`src/rtl/atm_pkg.sv`:
```
`timescale 1ns/1ps
package atm_pkg;

  // Limit value that stands for full activation bandwidth.
  localparam int LIMIT_MAX = 168;

  // Full bandwidth is one activate per two cycles: window/336 per limit unit
  // when the window is a multiple of 168*2 cycles.
  localparam int BW_DIVISOR = 336;

  typedef enum logic {
    MODE_NORMAL = 1'b0,
    MODE_DEBUG  = 1'b1
  } win_mode_e;

  function automatic logic [7:0] clamp_limit(input logic [7:0] raw);
    return (raw > 8'(LIMIT_MAX)) ? 8'(LIMIT_MAX) : raw;
  endfunction

endpackage

```
`src/rtl/atm_win_timer.sv`:
```
`timescale 1ns/1ps
module atm_win_timer #(
  parameter int BASE_CYCLES = 1344,
  parameter int NORM_MULT   = 16384,
  parameter int DBG_MULT    = 4
) (
  input  logic clk,
  input  logic rst_n,
  input  logic dbg_mode_i,
  output logic win_end_o
);

  localparam int NORM_LEN = BASE_CYCLES * NORM_MULT;
  localparam int DBG_LEN  = BASE_CYCLES * DBG_MULT;
  localparam int MAX_LEN  = (NORM_LEN > DBG_LEN) ? NORM_LEN : DBG_LEN;
  localparam int TW       = $clog2(MAX_LEN);
  localparam logic [TW-1:0] NORM_LAST = TW'(NORM_LEN - 1);
  localparam logic [TW-1:0] DBG_LAST  = TW'(DBG_LEN - 1);

  logic [TW-1:0] cnt_q, cnt_d;
  logic [TW-1:0] last_sel;
  logic          at_end;

  always_comb begin
    last_sel = dbg_mode_i ? DBG_LAST : NORM_LAST;
    at_end   = (cnt_q >= last_sel);
    cnt_d    = at_end ? '0 : (cnt_q + TW'(1));
  end

  always_ff @(posedge clk or negedge rst_n) begin
    if (!rst_n) cnt_q <= '0;
    else        cnt_q <= cnt_d;
  end

  assign win_end_o = at_end;

  // the window restarts from zero after its last cycle
  p_restart_r1: assert property (@(posedge clk) disable iff (!rst_n)
    at_end |=> (cnt_q == '0));

  // the boundary pulse lasts one cycle
  p_single_pulse_r1: assert property (@(posedge clk) disable iff (!rst_n)
    at_end |=> !at_end);

endmodule

```
`src/rtl/atm_act_counter.sv`:
```
`timescale 1ns/1ps
module atm_act_counter #(
  parameter int CNT_W = 24,
  parameter int THR_W = 25
) (
  input  logic             clk,
  input  logic             rst_n,
  input  logic             inc_i,
  input  logic             win_end_i,
  input  logic [THR_W-1:0] thr_i,
  output logic             over_o
);

  localparam int CMP_W = ((CNT_W > THR_W) ? CNT_W : THR_W) + 1;

  logic [CNT_W-1:0] cnt_q, cnt_d;
  logic [CNT_W-1:0] cnt_sat;
  logic             at_max;
  logic             cnt_en;
  logic [CMP_W-1:0] cnt_wide, thr_wide;

  always_comb begin
    at_max   = &cnt_q;
    cnt_sat  = at_max ? cnt_q : (cnt_q + {{(CNT_W-1){1'b0}}, inc_i});
    cnt_wide = {{(CMP_W-CNT_W){1'b0}}, cnt_sat};
    thr_wide = {{(CMP_W-THR_W){1'b0}}, thr_i};
    over_o   = win_end_i && (cnt_wide > thr_wide);
    cnt_en   = inc_i || win_end_i;
    cnt_d    = win_end_i ? '0 : cnt_sat;
  end

  always_ff @(posedge clk or negedge rst_n) begin
    if (!rst_n)      cnt_q <= '0;
    else if (cnt_en) cnt_q <= cnt_d;
  end

  // the tally is empty at the start of every window
  p_clear_r5: assert property (@(posedge clk) disable iff (!rst_n)
    win_end_i |=> (cnt_q == '0));

  // inside a window the tally never goes down (no wrap)
  p_no_wrap_r8: assert property (@(posedge clk) disable iff (!rst_n)
    !win_end_i |=> (cnt_q >= $past(cnt_q)));

  // the tally moves only on its own activate or a boundary
  p_idle_hold_r4: assert property (@(posedge clk) disable iff (!rst_n)
    (!inc_i && !win_end_i) |=> $stable(cnt_q));

endmodule

```
`src/rtl/atm_release_ctrl.sv`:
```
`timescale 1ns/1ps
module atm_release_ctrl #(
  parameter int NORM_RUN = 16,
  parameter int DBG_RUN  = 2
) (
  input  logic clk,
  input  logic rst_n,
  input  logic dbg_mode_i,
  input  logic win_end_i,
  input  logic over_i,
  output logic flag_o
);

  localparam int MAX_RUN = (NORM_RUN > DBG_RUN) ? NORM_RUN : DBG_RUN;
  localparam int RW      = $clog2(MAX_RUN + 1);
  localparam logic [RW-1:0] NORM_NEED = RW'(NORM_RUN);
  localparam logic [RW-1:0] DBG_NEED  = RW'(DBG_RUN);

  logic          flag_q, flag_d;
  logic [RW-1:0] run_q, run_d;
  logic [RW-1:0] run_inc, need;

  always_comb begin
    need    = dbg_mode_i ? DBG_NEED : NORM_NEED;
    run_inc = run_q + RW'(1);
    flag_d  = flag_q;
    run_d   = run_q;
    if (over_i) begin
      flag_d = 1'b1;
      run_d  = '0;
    end else if (flag_q) begin
      if (run_inc >= need) begin
        flag_d = 1'b0;
        run_d  = '0;
      end else begin
        run_d  = run_inc;
      end
    end
  end

  always_ff @(posedge clk or negedge rst_n) begin
    if (!rst_n) begin
      flag_q <= 1'b0;
      run_q  <= '0;
    end else if (win_end_i) begin
      flag_q <= flag_d;
      run_q  <= run_d;
    end
  end

  assign flag_o = flag_q;

  // a window with an excess sets the flag on the next cycle
  p_set_r3: assert property (@(posedge clk) disable iff (!rst_n)
    (win_end_i && over_i) |=> flag_q);

  // the flag only rises after a boundary with an excess
  p_rise_cause_r3: assert property (@(posedge clk) disable iff (!rst_n)
    $rose(flag_q) |-> $past(win_end_i && over_i));

  // between boundaries the flag does not move
  p_hold_r6: assert property (@(posedge clk) disable iff (!rst_n)
    !win_end_i |=> $stable(flag_q));

  // the flag drops only when the clean run reaches its length
  p_fall_run_r6: assert property (@(posedge clk) disable iff (!rst_n)
    $fell(flag_q) |-> ($past(win_end_i) && !$past(over_i) &&
                       (($past(run_q) + 1) >= $past(need))));

  // an excess restarts the clean run
  p_restart_r7: assert property (@(posedge clk) disable iff (!rst_n)
    (win_end_i && over_i) |=> (run_q == '0));

endmodule

```
`src/rtl/act_throttle_mon.sv`:
```
`timescale 1ns/1ps
module act_throttle_mon
  import atm_pkg::*;
#(
  parameter int  NUM_DIMM    = 4,
  parameter int  CNT_W       = 24,
  parameter int  BASE_CYCLES = 1344,
  parameter int  NORM_MULT   = 16384,
  parameter int  DBG_MULT    = 4,
  parameter int  NORM_RUN    = 16,
  parameter int  DBG_RUN     = 2,
  localparam int DIMM_W      = (NUM_DIMM > 1) ? $clog2(NUM_DIMM) : 1
) (
  input  logic              clk,
  input  logic              rst_n,
  input  logic              act_valid,
  input  logic [DIMM_W-1:0] act_dimm,
  input  logic [7:0]        limit_cfg,
  input  logic              dbg_mode,
  output logic              throttle_o,
  output logic              win_end_o
);

  localparam int SCALE_N   = (NORM_MULT * BASE_CYCLES) / BW_DIVISOR;
  localparam int SCALE_D   = (DBG_MULT * BASE_CYCLES) / BW_DIVISOR;
  localparam int SCALE_MAX = (SCALE_N > SCALE_D) ? SCALE_N : SCALE_D;
  localparam int THR_W     = 8 + $clog2(SCALE_MAX + 1);

  // Reset: asserted asynchronously, released on the clock
  logic [1:0] rst_sync_q;
  logic       rst_int_n;

  always_ff @(posedge clk or negedge rst_n) begin
    if (!rst_n) rst_sync_q <= 2'b00;
    else        rst_sync_q <= {rst_sync_q[0], 1'b1};
  end

  assign rst_int_n = rst_sync_q[1];

  // Threshold scaling
  win_mode_e        mode;
  logic [7:0]       lim_eff;
  logic [THR_W-1:0] scale_sel;
  logic [THR_W-1:0] thr;

  always_comb begin
    mode      = win_mode_e'(dbg_mode);
    lim_eff   = clamp_limit(limit_cfg);
    scale_sel = (mode == MODE_DEBUG) ? THR_W'(SCALE_D) : THR_W'(SCALE_N);
    thr       = THR_W'(lim_eff) * scale_sel;
  end

  // Window timer
  logic win_end;

  atm_win_timer #(
    .BASE_CYCLES(BASE_CYCLES),
    .NORM_MULT  (NORM_MULT),
    .DBG_MULT   (DBG_MULT)
  ) u_timer (
    .clk       (clk),
    .rst_n     (rst_int_n),
    .dbg_mode_i(dbg_mode),
    .win_end_o (win_end)
  );

  // Per-DIMM tallies
  logic [NUM_DIMM-1:0] inc_vec;
  logic [NUM_DIMM-1:0] over_vec;

  for (genvar g = 0; g < NUM_DIMM; g++) begin : g_dimm
    assign inc_vec[g] = act_valid && (act_dimm == DIMM_W'(g));

    atm_act_counter #(
      .CNT_W(CNT_W),
      .THR_W(THR_W)
    ) u_cnt (
      .clk      (clk),
      .rst_n    (rst_int_n),
      .inc_i    (inc_vec[g]),
      .win_end_i(win_end),
      .thr_i    (thr),
      .over_o   (over_vec[g])
    );
  end

  logic any_over;
  assign any_over = |over_vec;

  // Engage / release decision
  atm_release_ctrl #(
    .NORM_RUN(NORM_RUN),
    .DBG_RUN (DBG_RUN)
  ) u_rel (
    .clk       (clk),
    .rst_n     (rst_int_n),
    .dbg_mode_i(dbg_mode),
    .win_end_i (win_end),
    .over_i    (any_over),
    .flag_o    (throttle_o)
  );

  assign win_end_o = win_end;

  // one activate reaches at most one tally
  p_one_target_r4: assert property (@(posedge clk) disable iff (!rst_int_n)
    $onehot0(inc_vec));

  // outputs are quiet while the internal reset is held
  p_reset_quiet_r9: assert property (@(posedge clk)
    !rst_int_n |-> (!throttle_o && !win_end_o));

  // an excess is only reported on a window boundary
  p_over_at_end_r3: assert property (@(posedge clk) disable iff (!rst_int_n)
    any_over |-> win_end);

endmodule

```
`config.mk`:
```
export PLATFORM = sky130hd
export DESIGN_NAME = act_throttle_mon
export DESIGN_NICKNAME = d
export VERILOG_FILES = /design/src/rtl/atm_pkg.sv /design/src/rtl/atm_win_timer.sv /design/src/rtl/atm_act_counter.sv /design/src/rtl/atm_release_ctrl.sv /design/src/rtl/act_throttle_mon.sv
export SDC_FILE = /design/constraint.sdc
export NUM_CORES = 1
export LEC_CHECK = 0
export BUFFER_PORTS_ARGS = -buffer_cell sky130_fd_sc_hd__buf_2
export CORE_AREA = 3 3 155 172
export DETAILED_ROUTE_END_ITERATION = 7
export DIE_AREA = 0 0 158 175
export GPL_ROUTABILITY_DRIVEN = 0
export PLACE_DENSITY = 0.58
export SYNTH_ARGS = -nofsm -noshare
export SYNTH_HDL_FRONTEND = slang
export SYNTH_SLANG_ARGS = --single-unit
```
`constraint.sdc`:
```
create_clock -name clk -period 5.2 [get_ports clk]
set_input_delay 1.04 -clock clk [delete_from_list [all_inputs] [get_ports clk]]
set_output_delay 1.04 -clock clk [all_outputs]
set_load 0.05 [all_outputs]
```
Word-level counts from Yosys, hierarchy flattened. Cells that the tools add are included.

Input bits: 14. Register bits: 129. Output and inout port bits: 2. Word-level logic and storage cells: 64.

Reductions and logical operators: 20. $mul: 1. Eq/ne operators: 3. $lt $le $gt $ge: 7. Add/sub/neg operators: 6. Mux-type cells: 19.

Operators with widths (number): 24-bit two-way mux (8); 24-bit by 25-bit > comparator with 1-bit output (4); 24-bit by 1-bit adder with 24-bit output (4); 24-bit AND reduction (4); 25-bit two-way mux (2); 25-bit by 1-bit adder with 25-bit output, second input constant (1); 25-bit >= comparator (1); 8-bit by 17-bit multiplier with 25-bit output (1); 5-bit two-way mux (4); 17-bit two-way mux (1); 8-bit > comparator, second input constant (1); 1-bit logical AND (8); 8-bit two-way mux (1); 5-bit by 1-bit adder with 5-bit output, second input constant (1); 5-bit >= comparator (1); 2-bit == test, second input constant (2); 1-bit logical OR (4); 4-bit OR reduction (1); 1-bit two-way mux (3); 2-bit by 1-bit == test with 1-bit output, second input constant (1); 2-bit logical NOT (1); 2-bit AND reduction (1); 2-bit nonzero test (1).

Longest topological paths before layout. Gate-level depths: netlist (run 1).

Word-level depth: 9. Gate-level depth with buffers: 22. Gate-level depth less buffers: 20.

Hierarchy. Synthesis (run 1) repeated with hierarchy kept, for this count alone.

Cell total of the unflattened synthesis: 1415. Area, all modules: 11791.3 sq um.

By module, submodules not included: atm_act_counter at g_dimm[0].u_cnt ... (seq. area each 600.6 sq um, area an instance 2371.0 sq um, instances 2, cells each 300); atm_act_counter at g_dimm[3].u_cnt (seq. area each 600.6 sq um, area an instance 2433.6 sq um, instances 1, cells each 299); atm_act_counter at g_dimm[2].u_cnt (seq. area each 600.6 sq um, area an instance 2382.3 sq um, instances 1, cells each 288); atm_win_timer (seq. area each 625.6 sq um, area an instance 1491.4 sq um, instances 1, cells each 153); atm_release_ctrl (seq. area each 150.1 sq um, area an instance 409.1 sq um, instances 1, cells each 41); act_throttle_mon (seq. area each 50.0 sq um, area an instance 332.8 sq um, instances 1, cells each 34).

Least setup slack after synthesis (run 1). No wires, ideal clock.

Kind: input port to flip-flop. From: in act_valid. To: reg u_rel.run_q[1]. Library setup time: 0.082 ns. Stages on the path: 22. Path slack: -0.247 ns. Arrival: 5.365 ns. Cell sequence: nand2_1 > or2_2 > clkbuf_1 > inv_1 > clkbuf_1 > ha_1 > and4_1 > nand2_1 > nor4_4 > nand3_1 > or3_1 > xnor2_1 > ha_1 > and4_1 > nand4_1 > or4_1 > nor4_1 > o211ai_1 > o21ai_1 > and4bb_4 > a21oi_4 > o22ai_1.

Word-level cells in the longest chain between the ends: 8.

RTL lines: start: declaration (RTL line act_throttle_mon.sv:16) `input logic act_valid,`; 1-bit logical AND (RTL line act_throttle_mon.sv:72) `assign inc_vec[g] = act_valid && (act_dimm == DIMM_W'(g));`; 24-bit by 1-bit adder with 24-bit output (RTL line atm_act_counter.sv:24) `cnt_sat = at_max ? cnt_q : (cnt_q + {{(CNT_W-1){1'b0}}, inc_i});`; 24-bit two-way mux (RTL line atm_act_counter.sv:24); 24-bit by 25-bit > comparator with 1-bit output (RTL line atm_act_counter.sv:27) `over_o = win_end_i && (cnt_wide > thr_wide);`; 1-bit logical AND (RTL line atm_act_counter.sv:27); 4-bit OR reduction (*) (RTL line act_throttle_mon.sv:88) `assign any_over = |over_vec;`; 2-bit nonzero test (no line); 2-bit AND reduction (no line); end signal: assignment (RTL line atm_release_ctrl.sv:47) `run_q <= run_d;`; end: declaration (RTL line atm_release_ctrl.sv:20) `logic [RW-1:0] run_q, run_d;`.

Every way passes the cells marked *; elsewhere a longest branch is shown, timed or not. A chain may end at the register's enable or synchronous reset.

Worst setup path after layout (run 1).
From: in act_dimm[0]. To: reg u_rel.run_q[1].

Word-level cells in the longest chain between the ends: 9.

RTL lines: start: declaration (RTL line act_throttle_mon.sv:17) `input logic [DIMM_W-1:0] act_dimm,`; 2-bit by 1-bit == test with 1-bit output, or another cell as far along (RTL line act_throttle_mon.sv:72); 1-bit logical AND (RTL line act_throttle_mon.sv:72); 24-bit by 1-bit adder with 24-bit output (RTL line atm_act_counter.sv:24); 24-bit two-way mux (RTL line atm_act_counter.sv:24); 24-bit by 25-bit > comparator with 1-bit output (RTL line atm_act_counter.sv:27); 1-bit logical AND (RTL line atm_act_counter.sv:27); 4-bit OR reduction (*) (RTL line act_throttle_mon.sv:88); 2-bit nonzero test (no line); 2-bit AND reduction (no line).

Marked as above.

==> results of run 1 <==
[worst max path at each step]
stage,startpoint,endpoint,depth (start not counted)
floorplan,act_valid,u_rel.run_q[1]$_DFFE_PN0P_,21
global placement,act_dimm[0],u_rel.run_q[1]$_DFFE_PN0P_,22
global route,act_dimm[0],u_rel.run_q[1]$_DFFE_PN0P_,22
CTS,act_dimm[0],u_rel.run_q[1]$_DFFE_PN0P_,22
finish,act_dimm[0],u_rel.run_q[1]$_DFFE_PN0P_,22
detailed placement,act_dimm[0],u_rel.run_q[1]$_DFFE_PN0P_,22
[cells by family (layout without fill, tap and decap cells)]
kind of cell,count (synthesis),in the layout,synth area share
simple gates,554,554,0.2868
xor+xnor,169,169,0.1491
flops,129,129,0.3252
compound gates,125,125,0.08774
fa+ha+maj,92,92,0.1160
buf+inv,64,95,0.03050
mux,4,4,0.004286
other cells,1,1,0.0003778
[metrics by stage]
stage          hold WS, ns  instance area (sq um)  utilization  instances
2_1_floorplan       0.3312                   9941            -       1138
3_3_place_gp        0.3438                  10420       0.4150       1452
3_5_place_dp        0.3373                  10420       0.4150       1452
4_1_cts             0.3594                  11020       0.4387       1484
5_1_grt             0.3661                  11020       0.4389       1484
6_report            0.3559                  11020       0.4389       1484
[worst max-delay path: cells and delay by family]
family | cells | cell delay [ns]
AND/OR/NAND/NOR | 12 | 2.60
adder cells (fa/ha/maj) | 2 | 0.48
buffers and inverters | 3 | 0.35
XOR/XNOR | 1 | 0.17
AO/OA/AOI/OAI | 4 | 0.57
[cells in the final DEF, fill, tap and decap left out, types with 4 or more instances in the layout]
| master | count |
|---|---|
| o31ai_1 | 5 |
| buf_2 | 15 |
| a2111oi_0 | 4 |
| clkbuf_8 | 4 |
| a21o_1 | 12 |
| nor4_1 | 10 |
| a22o_1 | 4 |
| nor2_1 | 180 |
| dfrtp_1 | 128 |
| nor3_1 | 32 |
| a31oi_1 | 5 |
| nand4_1 | 61 |
| inv_1 | 11 |
| ha_1 | 91 |
| nand2b_1 | 7 |
| o211ai_1 | 5 |
| xnor2_1 | 60 |
| or4_1 | 6 |
| nand2_1 | 96 |
| o21bai_1 | 5 |
| o21ai_0 | 22 |
| clkbuf_16 | 17 |
| and3_1 | 22 |
| nor2b_1 | 5 |
| or2_2 | 5 |
| o21ai_1 | 6 |
| a21oi_1 | 24 |
| buf_4 | 35 |
| o21a_1 | 7 |
| a211oi_1 | 5 |
| and4_1 | 7 |
| or3_1 | 11 |
| nand3_1 | 65 |
| xor2_1 | 109 |
| and2_1 | 10 |
[layout make-up]
type	count	area [sq um]	area share
well taps	315	394.1	0.03576
multi-input cells	945	6414	0.5820
flip-flops and latches	129	3232	0.2933
clock inverters	8	102.6	0.009310
repair buffers	50	337.8	0.03065
clock buffers	24	491.7	0.04462
inverters	13	48.80	0.004428
[flip-flops by register name, summed over array words and instances, names as in the netlist]
name                flops
g_dimm.u_cnt.cnt_q     96
rst_sync_q              2
u_rel.flag_o            1
u_rel.run_q             5
u_timer.cnt_q          25
[routing by layer]
metal | global-route usage | wire length, microns | up-vias
met4 | 0.05271 | 467 | 0
li1 | - | - | 4059
met5 | 0 | 0 | -
met3 | 0.03592 | 740 | 31
met2 | 0.3079 | 11740 | 129
met1 | 0.2400 | 11280 | 3904
[report_power, final]
part           internal (uW)  switching (uW)  leakage [uW]
Combinational            211             330       0.00300
Sequential              1100             136       0.00176
Clock                    757             455      0.000286
==> results.md, run 1 <==
- Status: finished, final reports clean
- Worst Setup Path Type: primary input to register
- Die area: 0.02765 sq mm
- Synthesized flop and latch total: 129
- Setup WS post-layout: 0.3186 ns
- IO Count: 16
- Antenna-violating nets left: 0
- Initial Util: 0.3953
- Port bufs: 15
- Worst hold path startpoint: rst_sync_q[0]$_DFF_PN0_
- Most frequent cell after synthesis: nor2_1
- Fmax: 204.9 MHz
- Worst Setup Start Kind: primary input
- Data arrival, critical path: 5.22 ns
- Post-CTS Resized: 0
- Post-synth top flop: dfrtp_1
- Clock buffer depth: 2
- Final setup violation count: 0
- Max-Cap Viols: 0
- Detailed placement HPWL: 17590 microns
- Worst Tran Pin Value: 0.9444 ns
- GRT overflow: 0
- Pre-CTS setup slack: -0.1124 ns
- Core area: 0.02511 sq mm
- Die W: 158 microns
- Final #Nets: 1262
- Sequential share of the synthesized area: 0.3252
- Cell Chain, Critical Path: buf_2 -> nand2_1 -> or2_2 -> inv_1 -> ha_2 -> and4_1 -> nand2_2 -> buf_4 -> nor4_4 -> nand3_1 -> or3_1 -> xnor2_1 -> ha_1 -> and4_1 -> nand4_1 -> or4_1 -> nor4_1 -> o211ai_1 -> o21ai_1 -> and4bb_4 -> a21oi_4 -> o22ai_1
- Netlist Area Pre-Place: 0.009926 sq mm
- HP Class: register to register
- DR vias/cell: 5.474
- Largest net degree at the start of global routing: 71
- Routed len/inst: 16.33 microns
- Chip height: 175 microns
- Clock Sinks: 129
- Total power: 2987 uW
- Crit path time final: 4.881 ns
- Commonest cells in the synthesized netlist: nor2_1 (180), dfrtp_1 (129), xor2_1 (109)
- Final WL: 24230 microns
- Number of diodes: 0
- Worst skew pair latency: 0.42 ns
- Initial drt markers: 476
- Total track usage: 0.1836
- P_leak: 0.005037 uW
- Fin. max-slew vios: 0
- Rel. slew slack: 0.3704
- Share of layout cells above drive strength 1: 0.1009
- Antenna violations before repair: 0
- TritonCTS clock tree: yes
- Post-synthesis cell count: 1138
- Syn avg cell area: 8.722 sq um
- Clk root buf: clkbuf_16
- Setup TNS Final: 0 ns
- Post-CTS Repair Setup Buffers: 0
- Yosys cell types: 77
- Row count: 61
- Clock slew at reported path FFs: 0.05 ns
- Fin. Hold Viols: 0
- Worst hold path depth: 0
- Fill count: 2485
- Number of remaining DRC errors: 0
- Global-route wire length before repair: 40930 microns
- Total CTS buffers: 17
- Area grow syn2layout: 11.03%
- Hold Crit Endpoint: rst_sync_q[1]$_DFF_PN0_
- Htree depth: 4
- Largest stage delay on the critical path: 0.51 ns
- Critical Path RT: 5.53 ns
- Yosys top cell area share: 0.3252
- Reg2reg start: g_dimm[1].u_cnt.cnt_q[12]$_DFFE_PN0P_
- Yosys top cell by area: dfrtp_1
- CP Max Fanout: 6
- Flop-to-flop setup slack: 0.85 ns
- Drt pass-1 iters: 4
- PD cells: 271.1 mW/mm^2
- Routed vias: 8123
- Worst R2R End: u_rel.run_q[1]$_DFFE_PN0P_
- Synth area leaders: dfrtp_1 (33%), ha_1 (12%), xor2_1 (9.6%), nor2_1 (6.8%), xnor2_1 (5.3%)
- Unrepaired setup endpoints after global routing: no
- Slowest CP cell: or4_1
- Cts hold-fix bufs: 0
- Crit share post-route: 0.9387
- Worst R2R Path Depth: 17
- CP Capture Type: register
- Fin Clk Skew: 0.009782 ns
- Number of flops mapped to enable cells by yosys: 0
- Total number of yosys warnings: 0
- Ys async rst share: 1.000
- Max rail drop VDD: 197.4 uV
- Syn_nets: 1244
- Most frequent CP cell: and4_1
- Vias in the first global route: 8168
No activity file was read; power rests on OpenSTA's default activity.
==> run 2, diff against run 1 <==
Settings changed: SETUP_SLACK_MARGIN set to 0.5.
==> results.md, run 2 (synthesis results as in run 1) <==
- Status: finished, final reports clean
- Chip height: 175 microns (unchanged)
- Design Area, Final: 0.01115 sq mm (+1.2%)
- Worst R2R Path Depth: 18 (+1)
- TritonCTS clock tree: yes
- Hold Crit Endpoint: rst_sync_q[1]$_DFF_PN0_
- PD cells: 266.6 mW/mm^2 (-1.7%)
- Commonest non-fill, non-tap cell in the layout: nor2_1
- Reg2reg start: g_dimm[1].u_cnt.cnt_q[8]$_DFFE_PN0P_
- Final Non-Filler Cells: 1489 (+0.34%)
- Critical Path RT: 5.55 ns (+0.02 ns)
- Most frequent CP cell: nand2_4
- HP Class: register to register
- Die area: 0.02765 sq mm (unchanged)
- Routed vias: 8105 (-0.22%)
- Crit share post-route: 0.8846 (-0.05418)
- Worst Setup Path Type: primary input to register
- Worst hold path depth: 0 (unchanged)
- IO Count: 16 (unchanged)
- Fill count: 2434 (-2.1%)
- Largest net degree at the start of global routing: 124 (+75%)
- Most frequent cells in the layout: nor2_1 (179), dfrtp_1 (128), xor2_1 (109)
- Global-route wire length before repair: 40780 microns (-0.37%)
- Worst Setup Start Kind: primary input
- Max-Cap Viols: 0 (unchanged)
- Initial Util: 0.3953 (unchanged)
- Core area: 0.02511 sq mm (unchanged)
- Placed Area: 0.01042 sq mm (about the same)
- Vias in the first global route: 7934 (-2.9%)
- Drt pass-1 iters: 5 (+1)
- Antenna violations before repair: 1 (+1)
- Cts hold-fix bufs: 0 (unchanged)
- Worst R2R End: u_rel.run_q[1]$_DFFE_PN0P_
- Htree depth: 4 (unchanged)
- Routed len/inst: 16.15 microns (-1.1%)
- Max FFs per register: 96 (unchanged)
- Worst Tran Pin Value: 0.8595 ns (-0.08486 ns)
- Number of diodes: 0 (unchanged)
- Total CTS buffers: 17 (unchanged)
- Setup WS post-layout: 0.6003 ns (+0.2817 ns)
- Unrepaired setup endpoints after global routing: yes
- GRT overflow: 0 (unchanged)
- Clock buffer depth: 2 (unchanged)
- Crit path time final: 4.600 ns (-0.2817 ns)
- # placed instances: 1446 (-0.41%)
- Worst skew pair latency: 0.43 ns (about the same)
- Slowest CP cell: or4_1
- Pre-CTS setup slack: -0.03421 ns (+0.07821 ns)
- Fin. max-slew vios: 0 (unchanged)
- Final #Nets: 1267 (+0.40%)
- Clk root buf: clkbuf_16
- Initial drt markers: 520 (+9.2%)
- Largest regs: g_dimm.u_cnt.cnt_q x96, u_timer.cnt_q x25, u_rel.run_q x5
- Rel. slew slack: 0.4270 (+0.05658)
- Total track usage: 0.1815 (-0.002152)
- Largest stage delay on the critical path: 0.50 ns (about the same)
- Die W: 158 microns (unchanged)
- Share of layout cells above drive strength 1: 0.1158 (+0.01490)
- Fin. Hold Viols: 0 (unchanged)
- Number of remaining DRC errors: 0 (unchanged)
- Area grow syn2layout: 12.32%
- Clock Sinks: 129 (unchanged)
- Data arrival, critical path: 4.95 ns (-0.27 ns)
- Port bufs: 15 (unchanged)
- Hold slack final: 0.3515 ns (-0.004459 ns)
- Final setup violation count: 0 (unchanged)
- P_leak: 0.005104 uW (+1.3%)
- Detailed placement HPWL: 17570 microns (-0.16%)
- DR vias/cell: 5.443 (-0.56%)
- Final WL: 24040 microns (-0.78%)
- CP Capture Type: register
- Row count: 61 (unchanged)
- Total power: 2972 uW (-0.52%)
- Fmax: 217.4 MHz (+6.1%)
- Cell Chain, Critical Path: buf_6 -> nand2_4 -> or2_4 -> inv_4 -> ha_4 -> and4_4 -> nand2_4 -> or3_4 -> or4_4 -> xnor2_2 -> ha_1 -> and4_1 -> nand4_1 -> or4_1 -> nor4_2 -> o211ai_1 -> o21ai_1 -> and4bb_4 -> a21oi_4 -> o22ai_2
- Max rail drop VDD: 155.0 uV (-21%)
- Worst hold path startpoint: rst_sync_q[0]$_DFF_PN0_
- Clock slew at reported path FFs: 0.06 ns (about the same)
- CP Max Fanout: 6 (unchanged)
- Flop-to-flop setup slack: 0.84 ns (about the same)
- Fin Clk Skew: 0.01147 ns (+0.001684 ns)
- Antenna-violating nets left: 0 (unchanged)
- Biggest register: g_dimm.u_cnt.cnt_q
run 2: worst max-delay path by stage:
stage / start / to / slack (ns) / cells past startpoint
2_1_floorplan: act_valid / u_rel.run_q[1]$_DFFE_PN0P_ / 0.18 / 21
3_3_place_gp: act_valid / u_rel.run_q[1]$_DFFE_PN0P_ / 0.09 / 20
3_5_place_dp: act_valid / u_rel.run_q[1]$_DFFE_PN0P_ / -0.03 / 20
4_1_cts: act_valid / u_rel.run_q[1]$_DFFE_PN0P_ / 0.48 / 20
5_1_grt: act_valid / u_rel.run_q[4]$_DFFE_PN0P_ / 0.43 / 20
6_report: act_dimm[0] / u_rel.run_q[1]$_DFFE_PN0P_ / 0.60 / 20
run 2: report_power, final:
group | switching (uW) | total, uW | internal [uW]
Sequential | 136 | 1230 | 1100
Combinational | 326 | 547 | 221
Clock | 507 | 1190 | 684
run 2: final cells by class:
cell class,instances,area [sq um],share of cell area
Multi-Input combinational cell,945,6480,0.5813
Sequential cell,129,3232,0.2899
Clock buffer,18,439.2,0.03939
Timing Repair Buffer,55,410.4,0.03681
Tap cell,315,394.1,0.03535
Clock inverter,14,141.4,0.01268
Inverter,13,51.30,0.004602
run 2: routing by layer:
metal	vias up	wire [microns]	GRT usage
li1	4086	-	-
met1	3861	11620	0.2550
met2	123	11160	0.2885
met3	33	739	0.02527
met4	2	511	0.05844
met5	-	13	0
run 2: metrics by stage:
| stage | TNS [ns] | utilization |
|---|---|---|
| 2_1_floorplan | 0 | - |
| 3_3_place_gp | 0 | 0.4151 |
| 3_5_place_dp | -0.03421 | 0.4151 |
| 4_1_cts | 0 | 0.4408 |
| 5_1_grt | 0 | 0.4440 |
| 6_report | 0 | 0.4440 |
run 2: worst max-delay path: cells and delay by family:
family | cells | cell delay (ns)
AND/OR/NAND/NOR | 11 | 2.63
adder cells (fa/ha/maj) | 2 | 0.43
AO/OA/AOI/OAI | 4 | 0.52
buffers and inverters | 2 | 0.15
XOR/XNOR | 1 | 0.14
run 2: timing repair:
action                     4_1_cts  5_1_grt
setup endpoints to repair        3        6
pin swaps                        6        7
gates resized for setup          9        7
gates cloned                     0        0
setup buffers                    4        7
==> run 3, diff against run 2 <==
Clock period 5.2 ns to 5.1 ns, I/O delays scaled along.
==> results.md, run 3 (synthesis results as in run 1) <==
- Worst skew pair latency: 0.43 ns (about the same)
- Initial Util: 0.3953 (unchanged)
- Final setup violation count: 0 (unchanged)
- TritonCTS clock tree: yes
- Design Area, Final: 0.01130 sq mm (+1.3%)
- Vias in the first global route: 8068 (+1.7%)
- Die W: 158 microns (unchanged)
- Fin. max-slew vios: 0 (unchanged)
- Detailed placement HPWL: 17550 microns (about the same)
- Slowest CP cell: or4_4
- Worst Setup Path Type: primary input to register
- IO Count: 16 (unchanged)
- Antenna violations before repair: 0 (-1)
- Fmax: 214.5 MHz
- Clk root buf: clkbuf_16
- Biggest register: g_dimm.u_cnt.cnt_q
- Cell Chain, Critical Path: buf_8 -> nand2_4 -> or2_4 -> inv_4 -> ha_4 -> and4_4 -> nand2_4 -> or3_4 -> or4_4 -> xnor2_2 -> ha_1 -> and4_1 -> nand4_1 -> or4_4 -> nor4_4 -> o211ai_1 -> o21ai_1 -> and4bb_4 -> a21oi_4 -> o22ai_1
- Number of remaining DRC errors: 0 (unchanged)
- Critical Path RT: 5.44 ns (-0.11 ns)
- Hold slack final: 0.2058 ns (-0.1457 ns)
- Number of diodes: 0 (unchanged)
- CP Capture Type: register
- Fin. Hold Viols: 0 (unchanged)
- Die area: 0.02765 sq mm (unchanged)
- Routed len/inst: 16.28 microns (+0.85%)
- PD cells: 272.7 mW/mm^2 (+2.3%)
- Area grow syn2layout: 13.82%
- CP Max Fanout: 5 (-1)
- Worst Tran Pin Value: 0.9626 ns (+0.1031 ns)
- Antenna-violating nets left: 0 (unchanged)
- Final #Nets: 1280 (+1.0%)
- Crit path time final: 4.662 ns
- Largest net degree at the start of global routing: 124 (unchanged)
- Data arrival, critical path: 5.00 ns (+0.05 ns)
- Initial drt markers: 441 (-15%)
- Most frequent cells in the layout: nor2_1 (180), dfrtp_1 (128), xor2_1 (109)
- Share of layout cells above drive strength 1: 0.1306 (+0.01474)
- Routed vias: 8154 (+0.60%)
- Multi-input gate area: 0.006513 sq mm (+0.50%)
- Total track usage: 0.1815 (about the same)
- Clock Sinks: 129 (unchanged)
- Register area: 0.003232 sq mm (unchanged)
- Chip height: 175 microns (unchanged)
- Max rail drop VDD: 189.5 uV (+22%)
- Commonest non-fill, non-tap cell in the layout: nor2_1
- Fill count: 2434 (unchanged)
- Clock slew at reported path FFs: 0.07 ns (about the same)
- Clock buffer depth: 2 (unchanged)
- Largest regs: g_dimm.u_cnt.cnt_q x96, u_timer.cnt_q x25, u_rel.run_q x5
- Rel. slew slack: 0.3515 (-0.07550)
- P_leak: 0.005183 uW (+1.5%)
- Total CTS buffers: 17 (unchanged)
- Crit share post-route: 0.9140
- Status: finished, final reports clean
- GRT overflow: 0 (unchanged)
- Global-route wire length before repair: 41200 microns (+1.0%)
- Port bufs: 15 (unchanged)
- Total power: 3080 uW (+3.7%)
- Fin Clk Skew: 0.01525 ns (+0.003785 ns)
- Drt pass-1 iters: 6 (+1)
- Placed Area: 0.01048 sq mm (+0.50%)
- Max FFs per register: 96 (unchanged)
- Unrepaired setup endpoints after global routing: yes
- Max-Cap Viols: 0 (unchanged)
- DR vias/cell: 5.429 (-0.27%)
- Worst Setup Start Kind: primary input
- Row count: 61 (unchanged)
- HP Class: register to async pin
- Htree depth: 4 (unchanged)
- Final WL: 24460 microns (+1.7%)
- Core area: 0.02511 sq mm (unchanged)
- Largest stage delay on the critical path: 0.54 ns (+0.04 ns)
## run 3: cell types whose count changed in the layout (fill, tap and decap cells not counted), sizes merged
| cell | change |
|---|---|
| buf | +13 |
| clkinv | -3 |
| clkinvlp | +2 |
| inv | +2 |
| clkbuf | -1 |
## run 3: cell type report
| cell class | count | share of cell area |
|---|---|---|
| multi-input cells | 945 | 0.5765 |
| flip-flops and latches | 129 | 0.2861 |
| repair buffers | 68 | 0.04563 |
| clock buffers | 17 | 0.03766 |
| well taps | 315 | 0.03489 |
| clock inverters | 15 | 0.01473 |
| inverters | 13 | 0.004541 |
## run 3: repair_timing
item	in CTS	in global routing
hold buffers	0	0
hold endpoints to repair	0	0
pin swaps	1	9
resized for setup	9	16
endpoints found under the setup margin	6	6
buffers inserted	9	8
## run 3: power breakdown
part / switching, uW / internal, uW
registers: 129 / 1120
logic: 347 / 229
clock network: 558 / 697
## run 3: worst max-delay path, delay by kind of cell
family,cells,cell delay [ns]
adders and majority gates,2,0.44
xor gates and xnor gates,1,0.15
and+or+nand+nor,11,2.70
AOI/OAI and AO/OA,4,0.55
buffers and inverters,2,0.14
## run 3: metrics by stage
stage          instances  TNS (ns)  setup slack [ns]    util
3_3_place_gp        1453         0           0.01318  0.4172
4_1_cts             1494         0            0.4232  0.4448
5_1_grt             1502         0            0.2533  0.4499
3_5_place_dp        1453   -0.3112           -0.1210  0.4172
2_1_floorplan       1138         0           0.09937       -
6_report            1502         0            0.4384  0.4499
## run 3: routing by layer
metal  track usage  part of all wire
met1        0.2569              0.50
met5             0                 0
met2        0.2928              0.47
met3       0.02700             0.021
met4       0.04338             0.013
## run 3: final timing paths
kind,startpoint,end,slack [ns],depth (start not counted)
worst max-delay path,act_valid,u_rel.run_q[1]$_DFFE_PN0P_,0.44,20
worst min-delay path,rst_sync_q[1]$_DFF_PN0_,u_timer.cnt_q[4]$_DFF_PN0_,0.21,0
worst max register to register,g_dimm[1].u_cnt.cnt_q[15]$_DFFE_PN0P_,u_rel.run_q[1]$_DFFE_PN0P_,0.57,20
worst min register to register,rst_sync_q[1]$_DFF_PN0_,u_timer.cnt_q[4]$_DFF_PN0_,0.21,0
max in group asynchronous,rst_sync_q[1]$_DFF_PN0_,g_dimm[3].u_cnt.cnt_q[21]$_DFFE_PN0P_,3.78,1
min in group clk,rst_sync_q[0]$_DFF_PN0_,rst_sync_q[1]$_DFF_PN0_,0.36,0
